[config.mk]
export PLATFORM = sky130hd
export DESIGN_NAME = bdma_engine
export DESIGN_NICKNAME = d
export VERILOG_FILES = /design/src/rtl/bdma_pkg.sv /design/src/rtl/bdma_regs.sv /design/src/rtl/bdma_bound.sv /design/src/rtl/bdma_seq.sv /design/src/rtl/bdma_engine.sv
export SDC_FILE = /design/constraint.sdc
export NUM_CORES = 1
export LEC_CHECK = 0
export CELL_PAD_IN_SITES_DETAIL_PLACEMENT = 1
export CELL_PAD_IN_SITES_GLOBAL_PLACEMENT = 1
export CORE_MARGIN = 2
export CORE_UTILIZATION = 42
export CTS_CLUSTER_DIAMETER = 150
export DETAILED_ROUTE_END_ITERATION = 16
export PLACE_DENSITY_LB_ADDON = 0.1
export SLEW_MARGIN = 10
export SYNTH_ARGS = -nofsm -noshare
export SYNTH_HDL_FRONTEND = slang
export SYNTH_SLANG_ARGS = --single-unit
[constraint.sdc]
create_clock -name clk -period 3.9 [get_ports clk]
set_input_delay 0.78 -clock clk [delete_from_list [all_inputs] [get_ports clk]]
set_output_delay 0.78 -clock clk [all_outputs]
set_load 0.02 [all_outputs]
[src/rtl/bdma_pkg.sv]
package bdma_pkg;

   typedef enum logic [1:0] {
      SEL_CMD     = 2'd0,
      SEL_ADDR_LO = 2'd1,
      SEL_ADDR_HI = 2'd2,
      SEL_BOUND   = 2'd3
   } reg_sel_e;

   typedef enum logic [1:0] {
      ST_IDLE = 2'd0,
      ST_REQ  = 2'd1,
      ST_WAIT = 2'd2
   } seq_state_e;

endpackage

[src/rtl/bdma_regs.sv]
module bdma_regs
   import bdma_pkg::*;
#(
   parameter int REG_W    = 32,
   parameter int MODE_LSB = 26,
   parameter int MODE_W   = 2,
   parameter int BND_W    = 4
) (
   input  logic                 clk,
   input  logic                 rst_n,
   input  logic                 wr_en,
   input  logic [1:0]           wr_sel,
   input  logic [REG_W-1:0]     wr_data,
   input  logic [1:0]           rd_sel,
   output logic [REG_W-1:0]     rd_data,
   output logic [MODE_W-1:0]    mode,
   output logic [BND_W-1:0]     bnd,
   output logic [2*REG_W-1:0]   load_addr,
   output logic                 lo_wr,
   output logic                 addr_wr
);

   logic [REG_W-1:0]  lo_q, hi_q;
   logic [MODE_W-1:0] mode_q;
   logic [BND_W-1:0]  bnd_q;
   logic              hi_wr;

   assign lo_wr   = wr_en && (reg_sel_e'(wr_sel) == SEL_ADDR_LO);
   assign hi_wr   = wr_en && (reg_sel_e'(wr_sel) == SEL_ADDR_HI);
   assign addr_wr = lo_wr || hi_wr;

   // value the working address takes on the edge of an address write
   assign load_addr = {hi_wr ? wr_data : hi_q, lo_wr ? wr_data : lo_q};

   always_ff @(posedge clk or negedge rst_n) begin
      if (!rst_n) begin
         lo_q   <= '0;
         hi_q   <= '0;
         mode_q <= '0;
         bnd_q  <= '0;
      end else if (wr_en) begin
         case (reg_sel_e'(wr_sel))
            SEL_CMD:     mode_q <= wr_data[MODE_LSB +: MODE_W];
            SEL_ADDR_LO: lo_q   <= wr_data;
            SEL_ADDR_HI: hi_q   <= wr_data;
            SEL_BOUND:   bnd_q  <= wr_data[BND_W-1:0];
            default:     bnd_q  <= bnd_q;
         endcase
      end
   end

   always_comb begin
      rd_data = '0;
      case (reg_sel_e'(rd_sel))
         SEL_CMD:     rd_data[MODE_LSB +: MODE_W] = mode_q;
         SEL_ADDR_LO: rd_data = lo_q;
         SEL_ADDR_HI: rd_data = hi_q;
         SEL_BOUND:   rd_data[BND_W-1:0] = bnd_q;
         default:     rd_data = '0;
      endcase
   end

   assign mode = mode_q;
   assign bnd  = bnd_q;

endmodule

[src/rtl/bdma_bound.sv]
module bdma_bound #(
   parameter int ADDR_W     = 64,
   parameter int BASE_SHIFT = 12,
   parameter int SIZE_W     = 3
) (
   input  logic [ADDR_W-1:0] addr,
   input  logic              en,
   input  logic [SIZE_W-1:0] size,
   output logic              hit
);

   localparam int SPAN = BASE_SHIFT + (1 << SIZE_W) - 1;

   logic [SPAN-1:0] care;

   // care[i] marks the address bits that must all be one for a stop
   for (genvar i = 0; i < SPAN; i++) begin : g_care
      if (i < BASE_SHIFT) begin : g_fixed
         assign care[i] = 1'b1;
      end else begin : g_sized
         assign care[i] = (32'(size) > (i - BASE_SHIFT));
      end
   end

   assign hit = en && (&(addr[SPAN-1:0] | ~care));

endmodule

[src/rtl/bdma_seq.sv]
module bdma_seq
   import bdma_pkg::*;
#(
   parameter int ADDR_W   = 64,
   parameter int DATA_W   = 8,
   parameter int MODE_W   = 2,
   parameter int MODE_RUN = 2
) (
   input  logic              clk,
   input  logic              rst_n,
   input  logic [MODE_W-1:0] mode,
   input  logic              load,
   input  logic [ADDR_W-1:0] load_addr,
   input  logic              unblock,
   input  logic              hit,
   input  logic              to_memory,
   input  logic              buf_pop_valid,
   input  logic [DATA_W-1:0] buf_pop_data,
   output logic              buf_pop_ready,
   input  logic              buf_push_ready,
   output logic              buf_push_valid,
   output logic [DATA_W-1:0] buf_push_data,
   output logic              mem_req_valid,
   input  logic              mem_req_ready,
   output logic              mem_req_write,
   output logic [ADDR_W-1:0] mem_req_addr,
   output logic [DATA_W-1:0] mem_req_wdata,
   input  logic              mem_rsp_valid,
   input  logic [DATA_W-1:0] mem_rsp_rdata,
   output logic [ADDR_W-1:0] cur_addr,
   output logic              dma_event
);

   seq_state_e        st_q;
   logic [ADDR_W-1:0] addr_q;
   logic [DATA_W-1:0] data_q;
   logic              wr_q, blocked_q, event_q;
   logic              run, start_out, start_in, done;

   assign run       = (mode == MODE_W'(MODE_RUN)) && !blocked_q;
   assign start_out = (st_q == ST_IDLE) && run && to_memory && buf_pop_valid;
   assign start_in  = (st_q == ST_IDLE) && run && !to_memory && buf_push_ready;
   assign done      = (st_q == ST_WAIT) && mem_rsp_valid;

   always_ff @(posedge clk or negedge rst_n) begin
      if (!rst_n) begin
         st_q   <= ST_IDLE;
         data_q <= '0;
         wr_q   <= 1'b0;
      end else begin
         case (st_q)
            ST_IDLE: begin
               if (start_out) begin
                  data_q <= buf_pop_data;
                  wr_q   <= 1'b1;
                  st_q   <= ST_REQ;
               end else if (start_in) begin
                  wr_q   <= 1'b0;
                  st_q   <= ST_REQ;
               end
            end
            ST_REQ:  if (mem_req_ready) st_q <= ST_WAIT;
            ST_WAIT: if (mem_rsp_valid) st_q <= ST_IDLE;
            default: st_q <= ST_IDLE;
         endcase
      end
   end

   // an address write takes priority over the per-byte step
   always_ff @(posedge clk or negedge rst_n) begin
      if (!rst_n)    addr_q <= '0;
      else if (load) addr_q <= load_addr;
      else if (done) addr_q <= addr_q + ADDR_W'(1);
   end

   always_ff @(posedge clk or negedge rst_n) begin
      if (!rst_n) begin
         blocked_q <= 1'b0;
         event_q   <= 1'b0;
      end else begin
         event_q <= done && hit;
         if (unblock)          blocked_q <= 1'b0;
         else if (done && hit) blocked_q <= 1'b1;
      end
   end

   assign buf_pop_ready  = start_out;
   assign buf_push_valid = done && !wr_q;
   assign buf_push_data  = mem_rsp_rdata;
   assign mem_req_valid  = (st_q == ST_REQ);
   assign mem_req_write  = wr_q;
   assign mem_req_addr   = addr_q;
   assign mem_req_wdata  = data_q;
   assign cur_addr       = addr_q;
   assign dma_event      = event_q;

endmodule

[src/rtl/bdma_engine.sv]
module bdma_engine #(
   parameter int REG_W      = 32,
   parameter int DATA_W     = 8,
   parameter int MODE_LSB   = 26,
   parameter int MODE_W     = 2,
   parameter int MODE_RUN   = 2,
   parameter int BND_SIZE_W = 3,
   parameter int BASE_SHIFT = 12
) (
   input  logic              clk,
   input  logic              rst_n,
   input  logic              reg_wr_en,
   input  logic [1:0]        reg_wr_sel,
   input  logic [REG_W-1:0]  reg_wr_data,
   input  logic [1:0]        reg_rd_sel,
   output logic [REG_W-1:0]  reg_rd_data,
   input  logic              to_memory,
   input  logic              buf_pop_valid,
   input  logic [DATA_W-1:0] buf_pop_data,
   output logic              buf_pop_ready,
   input  logic              buf_push_ready,
   output logic              buf_push_valid,
   output logic [DATA_W-1:0] buf_push_data,
   output logic              mem_req_valid,
   input  logic              mem_req_ready,
   output logic              mem_req_write,
   output logic [2*REG_W-1:0] mem_req_addr,
   output logic [DATA_W-1:0] mem_req_wdata,
   input  logic              mem_rsp_valid,
   input  logic [DATA_W-1:0] mem_rsp_rdata,
   output logic              dma_event
);

   localparam int ADDR_W = 2 * REG_W;
   localparam int BND_W  = BND_SIZE_W + 1;

   if (MODE_LSB + MODE_W > REG_W) begin : g_bad_mode
      $error("mode field does not fit the command register");
   end
   if (BASE_SHIFT + (1 << BND_SIZE_W) - 1 > ADDR_W) begin : g_bad_bound
      $error("largest boundary mask exceeds the address width");
   end
   if (MODE_RUN >= (1 << MODE_W)) begin : g_bad_run
      $error("run value does not fit the mode field");
   end

   logic [MODE_W-1:0] cfg_mode;
   logic [BND_W-1:0]  cfg_bnd;
   logic [ADDR_W-1:0] cfg_load_addr;
   logic              cfg_lo_wr, cfg_addr_wr;
   logic [ADDR_W-1:0] cur_addr;
   logic              bnd_hit;

   bdma_regs #(
      .REG_W(REG_W), .MODE_LSB(MODE_LSB), .MODE_W(MODE_W), .BND_W(BND_W)
   ) u_regs (
      .clk(clk), .rst_n(rst_n),
      .wr_en(reg_wr_en), .wr_sel(reg_wr_sel), .wr_data(reg_wr_data),
      .rd_sel(reg_rd_sel), .rd_data(reg_rd_data),
      .mode(cfg_mode), .bnd(cfg_bnd), .load_addr(cfg_load_addr),
      .lo_wr(cfg_lo_wr), .addr_wr(cfg_addr_wr)
   );

   bdma_bound #(
      .ADDR_W(ADDR_W), .BASE_SHIFT(BASE_SHIFT), .SIZE_W(BND_SIZE_W)
   ) u_bound (
      .addr(cur_addr), .en(cfg_bnd[BND_SIZE_W]),
      .size(cfg_bnd[BND_SIZE_W-1:0]), .hit(bnd_hit)
   );

   bdma_seq #(
      .ADDR_W(ADDR_W), .DATA_W(DATA_W), .MODE_W(MODE_W), .MODE_RUN(MODE_RUN)
   ) u_seq (
      .clk(clk), .rst_n(rst_n),
      .mode(cfg_mode), .load(cfg_addr_wr), .load_addr(cfg_load_addr),
      .unblock(cfg_lo_wr), .hit(bnd_hit), .to_memory(to_memory),
      .buf_pop_valid(buf_pop_valid), .buf_pop_data(buf_pop_data),
      .buf_pop_ready(buf_pop_ready), .buf_push_ready(buf_push_ready),
      .buf_push_valid(buf_push_valid), .buf_push_data(buf_push_data),
      .mem_req_valid(mem_req_valid), .mem_req_ready(mem_req_ready),
      .mem_req_write(mem_req_write), .mem_req_addr(mem_req_addr),
      .mem_req_wdata(mem_req_wdata), .mem_rsp_valid(mem_rsp_valid),
      .mem_rsp_rdata(mem_rsp_rdata), .cur_addr(cur_addr),
      .dma_event(dma_event)
   );

endmodule

==> results.py, run 1 <==
metrics = {
    "clock_network": {
        "root_buffer": "clkbuf_16",
        "h-tree-depth": 4,
        "holdBufCountCts": 0,
        "worst_skew_pair.late_latency_ns": 0.42,
        "ctsResizeCount": 0,
        "cts_setup_buffers": 0,
        "cts.sinks": 147,
        "numCtsBuffers": 17,
        "path_clk_slew_ns": 0.06,
        "clk_path_buf_depth": 2,
        "cts_tree": "yes",
    },
    "yosys": {
        "ys_ff_latch": 147,
        "syn_area_per_cell_um2": 10.7,
        "synth_top_family_by_area": "simple AND/OR/NAND/NOR gates",
        "synth-simple-area-share": 0.188,
        "synth_xor_area_frac": 0.0744,
        "syn_area_mm2": 0.00753,
        "synth_ff_type": "dfrtp_1",
        "synthArstFlopShare": 1.00,
        "seq_area_frac_synth": 0.488,
        "synth_fa_ha_area_frac": 0.0116,
        "synth_edf_count": 0,
        "syn_nets": 772,
        "yosys_warnings": 0,
        "synth.distinct_cells": 47,
        "syn_inst": 705,
        "synth_compound_area_frac": 0.0859,
        "synthMuxAreaShare": 0.118,
    },
    "worst_setup_path": {
        "timing.rr.end": "u_seq.cur_addr[47]",
        "critPathKind": "in -> out",
        "cp.arrival_ns": 2.90,
        "rrSetupSlack_ns": 1.32,
        "critPathCaptureType": "output pin",
        "r2r_cells": 6,
        "required_ns": 3.12,
        "r2r_start": "u_seq.cur_addr[12]",
        "cp_max_fo": 32,
        "start_kind": "input port",
        "worstSetupStartpoint": "reg_rd_sel[1]",
    },
    "detailed_routing": {
        "drt-initial-drc-count": 391,
        "wire_per_inst_um": 21.8,
        "vias_per_cell": 5.58,
        "drtAntennaViolNets": 0,
        "firstDrtPassIters": 5,
        "num_vias": 6131,
        "routed_wl_mm": 24.0,
        "drc": 0,
    },
    "timing": {
        "fmaxAchievable_ghz": 0.272,
        "setup_tns_ns": 0,
        "fin_worst_skew_ns": 0.00968,
        "setup_violations": 0,
        "hold_violations": 0,
        "timing.slew.headroom": 0.234,
        "fin_crit_sh": 0.944,
        "worst_pin_slew_ns": 1.15,
        "slew_viol_final": 0,
        "rsz0062_at_grt": "no",
        "min_period_ns": 3.68,
    },
    "grt": {
        "antenna_found_initial": 0,
        "grt_max_degree": 121,
        "overflow": 0,
        "grt_pass1_wl_mm": 37.6,
        "grt_pass1_vias": 6686,
        "grt_use_total": 0.262,
    },
    "floorplan": {
        "start_util": 0.432,
        "die_x_um": 138,
        "io_pins": 177,
        "fp-row-count": 48,
        "die_y_um": 138,
        "dieArea_mm2": 0.0190,
        "core_mm2": 0.0174,
    },
    "pwr": {
        "ir_drop_mv": 0.346,
        "power_mw": 5.96,
        "power.leakage_nw": 3.98,
        "power_density_mw_per_mm2": 594,
    },
    "run": {
        "drv_cap": 0,
    },
    "final_layout": {
        "final_util": 0.577,
        "syn_to_final_growth_pct": 33.4,
        "stdcell_area_mm2": 0.0100,
        "diodes": 0,
        "layout_commonest_cell": "clkdlybuf4s50_1",
        "layout_common_cells": "159 x clkdlybuf4s50_1, 147 x dfrtp_1, 94 x nor2_1, 79 x mux2_2, 66 x a21oi_1",
        "drive_gt1_frac": 0.175,
        "layout.cells.non_filler": 1099,
        "nets": 928,
    },
    "place": {
        "hpwl_mm": 16.9,
        "gp_congestion": 0.839,
        "place_area_mm2": 0.00938,
        "place_inst": 1067,
        "port_buffers": 160,
    },
    "hold_path": {
        "min_path_type": "in -> async",
    },
    "run_status": {
        "status": "complete, no violations",
    },
}
## metrics by stage
step	hold slack [ns]	setup WS [ns]
2_1_floorplan	0.455	1.32
3_3_place_gp	0.469	0.282
3_5_place_dp	0.475	0.238
4_1_cts	0.513	0.227
5_1_grt	0.535	0.153
6_report	0.500	0.220
## how the worst max path moves through the flow
stage,to,slack (ns),cells past startpoint
finish,reg_rd_data[3],0.22,7
floorplan,reg_rd_data[10],1.32,5
global placement,reg_rd_data[22],0.28,6
detailed placement,reg_rd_data[3],0.24,7
CTS,reg_rd_data[3],0.23,7
global route,reg_rd_data[3],0.15,7
## registers in the layout, summed over array words and instances, names as in the netlist
| name | flops |
|---|---|
| u_seq.cur_addr | 64 |
| u_seq.mem_req_wdata | 8 |
| u_seq.dma_event | 1 |
| u_regs.lo_q | 32 |
| u_seq.blocked_q | 1 |
| u_regs.bnd | 4 |
| u_seq.mem_req_write | 1 |
| u_seq.st_q | 2 |
| u_regs.mode | 2 |
| u_regs.hi_q | 32 |
## per-layer routing
layer | track usage | wire length, um | vias to the layer above
met4 | 0.0731 | 408 | 0
li1 | - | - | 2780
met3 | 0.0501 | 1110 | 27
met5 | 0 | 0 | -
met1 | 0.359 | 10700 | 3146
met2 | 0.427 | 11800 | 178
## cells by family after synthesis
group,count (synthesis)
muxes,79
adders and majority gates,7
AOI/OAI and AO/OA,107
buffers and inverters,51
and+or+nand+nor,250
DFF,147
xor gates and xnor gates,64
## report_power, final
group          total, mW  leakage [nW]  switching (mW)  internal [mW]
Combinational       1.84          1.95           0.954          0.884
Clock               1.85         0.321           0.648           1.21
Sequential          2.27          1.71           0.391           1.88
Total               5.96          3.98            1.99           3.97
## area by class of cell
class / count / area [um^2]
well taps: 225 / 282
inverters: 9 / 33.8
flip-flops and latches: 147 / 3680
fillers: 1824 / 7370
repair buffers: 179 / 1780
clock buffers: 24 / 492
multi-input cells: 507 / 3600
clock inverters: 8 / 171
## critical path, cell delays in order
cell,delay [ns]
clkdlybuf4s50_1,0.54
inv_1,0.11
ha_1,0.23
buf_12,0.18
a222oi_1,0.40
nor2_1,0.10
clkdlybuf4s50_1,0.56
## cell usage after synthesis (12+ instances only)
cell type | instances | area, um^2
a21oi_1 | 66 | 330
a22oi_1 | 26 | 195
clkbuf_1 | 25 | 93.8
dfrtp_1 | 147 | 3680
mux2_2 | 79 | 890
nand2_1 | 34 | 128
nand3_1 | 23 | 115
nand4_1 | 12 | 75.1
nor2_1 | 94 | 353
nor2b_1 | 28 | 175
xnor2_1 | 35 | 307
xor2_1 | 29 | 254
(Power assumes the default switching activity.)
==> run 2: changes to the inputs <==
==> constraint.sdc (replaced) <==
create_clock -name clk -period 4.4 [get_ports clk]
set_input_delay 0.66 -clock clk [delete_from_list [all_inputs] [get_ports clk]]
set_output_delay 0.66 -clock clk [all_outputs]
set_load 0.02 [all_outputs]
==> run 2 against run 1 <==
Effect of this change:
- non-clock buffer count shrank 9
- worst setup slack gained 0.59 ns
- critical path type unchanged
- via count shrank 1.9%
==> results.py, run 2 (same netlist as run 1, synthesis figures left out) <==
metrics = {
    "floorplan": {
        "fp-row-count": 48,
        "die_x_um": 138,
        "start_util": 0.432,
        "dieArea_mm2": 0.0190,
        "die_y_um": 138,
        "core_mm2": 0.0174,
        "io_pins": 177,
    },
    "clock_network": {
        "clk_path_buf_depth": 2,
        "holdBufCountCts": 0,
        "h-tree-depth": 4,
        "path_clk_slew_ns": 0.06,
        "cts.sinks": 147,
        "cts_setup_buffers": 0,
        "worst_skew_pair.late_latency_ns": 0.42,
        "cts_tree": "yes",
        "root_buffer": "clkbuf_16",
        "ctsResizeCount": 0,
        "numCtsBuffers": 17,
    },
    "final_layout": {
        "nets": 919,
        "diodes": 0,
        "largest_reg_flops": 64,
        "drive_gt1_frac": 0.166,
        "layout_common_cells": "159 x clkdlybuf4s50_1, 147 x dfrtp_1, 94 x nor2_1, 79 x mux2_2, 66 x a21oi_1",
        "syn_to_final_growth_pct": 31.8,
        "seq_area_mm2": 0.00368,
        "multi_input_area_mm2": 0.00360,
        "layout_commonest_cell": "clkdlybuf4s50_1",
        "n_fill_cell": 1847,
    },
    "grt": {
        "grt_pass1_vias": 6453,
        "antenna_found_initial": 0,
        "grt_use_total": 0.255,
        "overflow": 0,
        "grt_pass1_wl_mm": 36.5,
        "grt_max_degree": 102,
    },
    "timing": {
        "fin_crit_sh": 0.816,
        "fmaxAchievable_ghz": 0.278,
        "rsz0062_at_grt": "no",
        "timing.slew.headroom": 0.326,
        "setup_violations": 0,
        "hold_violations": 0,
        "fin_worst_skew_ns": 0.0103,
        "slew_viol_final": 0,
        "setup_tns_ns": 0,
        "worst_pin_slew_ns": 1.01,
        "min_period_ns": 3.59,
    },
    "detailed_routing": {
        "num_vias": 6015,
        "firstDrtPassIters": 5,
        "wire_per_inst_um": 21.8,
        "drc": 0,
        "drtAntennaViolNets": 0,
        "drt-initial-drc-count": 365,
        "vias_per_cell": 5.53,
        "routed_wl_mm": 23.7,
    },
    "pwr": {
        "power_density_mw_per_mm2": 524,
        "power_frac_comb": 0.311,
        "power.leakage_nw": 3.91,
        "p_switching_mw": 1.75,
        "clock_power_share": 0.302,
        "swShare": 0.336,
        "ir_drop_mv": 0.289,
        "power_mw": 5.20,
        "intPower_mw": 3.45,
        "seq_power_share": 0.387,
    },
    "worst_setup_path": {
        "cp_common_cell": "clkdlybuf4s50_1",
        "crit_family": "buffers and inverters",
        "cp_max_fo": 32,
        "crit_buf_inv": 4,
        "critPathCaptureType": "output pin",
        "crit_path_top_delay_cell": "clkdlybuf4s50_1",
        "start_kind": "input port",
        "max_stage_delay_ns": 0.65,
        "cp.arrival_ns": 2.93,
        "required_ns": 3.74,
        "critPathKind": "in -> out",
        "crit_path_cell_trace": "clkdlybuf4s50_1 > inv_1 > ha_1 > buf_4 > a22oi_1 > nor2b_1 > clkdlybuf4s50_1",
    },
    "run_status": {
        "status": "complete, no violations",
    },
    "place": {
        "hpwl_mm": 16.5,
        "port_buffers": 160,
        "gp_congestion": 0.812,
    },
    "hold_path": {
        "min_path_type": "in -> async",
    },
    "run": {
        "drv_cap": 0,
    },
}
[run 2: cell count changes in the layout (fill, tap and decap cells not counted)]
cell / before / now
buf_12: 3 / 2
buf_4: 16 / 8
clkbuf_1: 3 / 1
clkbuf_8: 4 / 1
clkinv_2: 1 / 2
clkinvlp_4: 1 / 2
[run 2: path summary, 6_finish.rpt]
kind	startpoint	endpoint	slack, ns	cells past startpoint
max	reg_rd_sel[1]	reg_rd_data[5]	0.81	7
min	rst_n	u_seq.cur_addr[8]	0.37	1
max reg2reg	u_seq.cur_addr[12]	u_seq.cur_addr[51]	1.88	6
min reg2reg	u_seq.mem_req_wdata[7]	u_seq.mem_req_wdata[7]	0.51	1
max in group asynchronous	rst_n	u_seq.cur_addr[26]	3.10	2
min in group clk	u_seq.mem_req_wdata[7]	u_seq.mem_req_wdata[7]	0.51	1
[run 2: area by class of cell]
type	instances	share of cell area
Sequential cell	147	0.371
Multi-Input combinational cell	507	0.363
Timing Repair Buffer	170	0.172
Clock buffer	19	0.0446
Tap cell	225	0.0284
Clock inverter	10	0.0185
Inverter	9	0.00340
[run 2: stage by stage]
stage / area, um^2 / util / instances / hold WS [ns] / setup slack, ns
after CTS: 9930 / 0.570 / 1087 / 0.397 / 0.809
after global placement: 9300 / 0.534 / 1058 / 0.469 / 0.918
after global routing: 9930 / 0.570 / 1087 / 0.439 / 0.701
after detailed placement: 9300 / 0.534 / 1058 / 0.479 / 0.871
final: 9930 / 0.570 / 1087 / 0.366 / 0.807
after floorplan: 7530 / - / 705 / 0.364 / 2.06
[run 2: power by group through the flow]
| stage | sequential (mW) | combinational (mW) | clock, mW |
|---|---|---|---|
| global placement | 2.00 | 1.58 | 0 |
| detailed placement | 2.02 | 1.62 | 0 |
| finish | 2.01 | 1.62 | 1.57 |
| floorplan | 2.16 | 0.692 | 0 |
| CTS | 2.01 | 1.64 | 1.59 |
| global route | 2.06 | 1.74 | 1.65 |
[run 2: metal layers]
| metal | global-route usage | up-vias | routed length (um) |
|---|---|---|---|
| li1 | - | 2747 | - |
| met1 | 0.350 | 3050 | 10400 |
| met2 | 0.421 | 197 | 11700 |
| met3 | 0.0446 | 21 | 1310 |
| met4 | 0.0652 | 0 | 329 |
| met5 | 0 | - | 0 |
[run 2: worst reg2reg max path: stages (launching register included)]
cell and delay (ns):
dfrtp_1 0.49, nand4_2 0.29, nor3_1 0.37, and4_1 0.71, nand4_1 0.21, xor2_1 0.18, a21oi_1 0.19
==> run 3: changes to the inputs <==
--- a/config.mk
+++ b/config.mk
@@ -8,7 +8,7 @@
 export CELL_PAD_IN_SITES_DETAIL_PLACEMENT = 1
 export CELL_PAD_IN_SITES_GLOBAL_PLACEMENT = 1
 export CORE_MARGIN = 2
-export CORE_UTILIZATION = 42
+export CORE_UTILIZATION = 35
 export CTS_CLUSTER_DIAMETER = 150
 export DETAILED_ROUTE_END_ITERATION = 16
 export PLACE_DENSITY_LB_ADDON = 0.1
==> constraint.sdc (replaced) <==
create_clock -name clk -period 3 [get_ports clk]
set_input_delay 0.45 -clock clk [delete_from_list [all_inputs] [get_ports clk]]
set_output_delay 0.45 -clock clk [all_outputs]
set_load 0.02 [all_outputs]
==> run 3 against run 2 <==
Effect of this change:
- the run now ends with hold timing left
- register-to-register slack worse by 1.3 ns
- sequential power rose by 46%
- via count up 0.85%
- first-iteration DRC count fell by 21%
- global-route usage down 4.4 points
- worst hold slack lost 0.38 ns
- critical endpoint is now reg_rd_data[30]
- largest cell class unchanged
- largest power group unchanged
==> results.py, run 3 (same netlist as run 1, synthesis figures left out) <==
metrics = {
    "clock_network": {
        "root_buffer": "clkbuf_16",
        "path_clk_slew_ns": 0.06,
        "cts_setup_buffers": 0,
        "clk_path_buf_depth": 2,
        "cts_tree": "yes",
        "cts.sinks": 147,
        "numCtsBuffers": 17,
        "h-tree-depth": 4,
        "worst_skew_pair.late_latency_ns": 0.42,
    },
    "worst_setup_path": {
        "setup.worst_path.end": "reg_rd_data[30]",
        "cp_num_cells": 6,
        "crit_path_cell_trace": "clkdlybuf4s50_1 > inv_1 > ha_1 > buf_4 > nor2b_1 > clkdlybuf4s50_1",
        "timing.rr.end": "u_seq.cur_addr[60]",
        "start_kind": "input port",
        "r2r_cells": 8,
        "r2r_start": "u_seq.cur_addr[0]",
        "crit_family": "buffers and inverters",
        "critPathCaptureType": "output pin",
        "cp_max_fo": 11,
        "rrSetupSlack_ns": 0.61,
        "worstSetupStartpoint": "reg_rd_sel[0]",
        "max_stage_delay_ns": 0.62,
        "required_ns": 2.55,
        "crit_buf_inv": 4,
        "cp.arrival_ns": 2.45,
        "cp_common_cell": "clkdlybuf4s50_1",
        "crit_path_top_delay_cell": "clkdlybuf4s50_1",
        "critPathKind": "in -> out",
    },
    "timing": {
        "hold_violations": 9,
        "worst_pin_slew_ns": 0.526,
        "fmaxAchievable_ghz": 0.345,
        "slew_viol_final": 0,
        "fin_worst_skew_ns": 0.00712,
        "fin_crit_sh": 0.967,
        "holdWs_ns": -0.0181,
        "setup_slack_ns": 0.0984,
        "min_period_ns": 2.90,
        "timing.slew.headroom": 0.649,
        "setup_violations": 0,
        "setup_tns_ns": 0,
    },
    "final_layout": {
        "drive_gt1_frac": 0.177,
        "largest_reg_flops": 64,
        "layout.cells.non_filler": 1149,
        "seq_area_mm2": 0.00368,
        "layout_commonest_cell": "dfrtp_1",
        "syn_to_final_growth_pct": 34.2,
        "stdcell_area_mm2": 0.0101,
        "multi_input_area_mm2": 0.00360,
        "nets": 930,
        "layout_common_cells": "147 x dfrtp_1, 134 x clkdlybuf4s50_1, 94 x nor2_1, 79 x mux2_2, 66 x a21oi_1",
        "n_fill_cell": 2344,
        "final_util": 0.479,
        "diodes": 0,
    },
    "floorplan": {
        "core_mm2": 0.0211,
        "die_y_um": 151,
        "fp-row-count": 53,
        "start_util": 0.357,
        "dieArea_mm2": 0.0227,
        "die_x_um": 151,
        "io_pins": 177,
    },
    "grt": {
        "gr-usage-met3": 0.0400,
        "grt_max_degree": 64,
        "met2_usage": 0.334,
        "gr-usage-met1": 0.300,
        "grt_use_total": 0.211,
        "grt_pass1_wl_mm": 36.6,
        "overflow": 0,
        "grt_pass1_vias": 6374,
        "antenna_found_initial": 0,
        "grt-busiest-layer": "met2",
    },
    "run_status": {
        "status": "finished with violations",
        "violations": "hold timing",
    },
    "detailed_routing": {
        "firstDrtPassIters": 4,
        "routed_wl_mm": 23.6,
        "wire_per_inst_um": 20.5,
        "vias_per_cell": 5.28,
        "num_vias": 6066,
        "drc": 0,
        "drt-initial-drc-count": 289,
        "drtAntennaViolNets": 0,
    },
    "pwr": {
        "ir_drop_mv": 0.392,
        "power.leakage_nw": 4.33,
        "power_density_mw_per_mm2": 732,
    },
    "place": {
        "place_inst": 1119,
        "place_area_mm2": 0.00948,
        "dp_slack_ns": 0.000868,
        "gp_congestion": 0.803,
        "port_buffers": 160,
        "hpwl_mm": 17.3,
    },
    "run": {
        "drv_cap": 0,
    },
    "hold_path": {
        "min_path_type": "in -> async",
    },
}
run 3: cell count changes in the layout (fill, tap and decap cells not counted), sizes merged, moves of 2 or more:
cell,delta
clkdlybuf4s50,-25
dlygate4sd2,+2
buf,+11
clkinvlp,+2
dlymetal6s2s,+23
bufinv,-3
run 3: worst min path at each step:
| stage | slack, ns | end | cells past startpoint |
|---|---|---|---|
| after floorplan | 0.15 | u_regs.bnd[0] | 0 |
| after global placement | 0.44 | u_seq.cur_addr[11] | 1 |
| after detailed placement | 0.45 | u_seq.cur_addr[11] | 1 |
| after CTS | 0.002 | u_seq.cur_addr[11] | 1 |
| after global routing | 0.02 | u_seq.cur_addr[10] | 1 |
| final | -0.02 | u_seq.cur_addr[11] | 1 |
run 3: per-layer routing:
layer  part of all wire  vias up
li1                   -     2789
met2               0.47      166
met1               0.47     3084
met5                  0        -
met4              0.015        0
met3              0.050       27
run 3: metrics by stage:
stage	power (mW)	hold slack, ns
finish	7.40	-0.0181
global route	7.79	0.0162
CTS	7.47	0.00215
detailed placement	5.37	0.449
global placement	5.31	0.443
floorplan	4.19	0.154
run 3: repair_timing:
| item | CTS | global route |
|---|---|---|
| resized for setup | 2 | 24 |
| hold buffers | 0 | 0 |
| cloned | 0 | 0 |
| endpoints found under the setup margin | 2 | 28 |
run 3: area by class of cell:
cell class,instances,area share
flip-flops and latches,147,0.364
multi-input cells,507,0.357
repair buffers,181,0.186
clock buffers,20,0.0452
well taps,275,0.0340
clock inverters,10,0.0109
inverters,9,0.00334
run 3: power breakdown:
part           switching (mW)  internal (mW)
combinational            1.23           1.15
clock                   0.823           1.25
sequential              0.494           2.44
total                    2.55           4.85
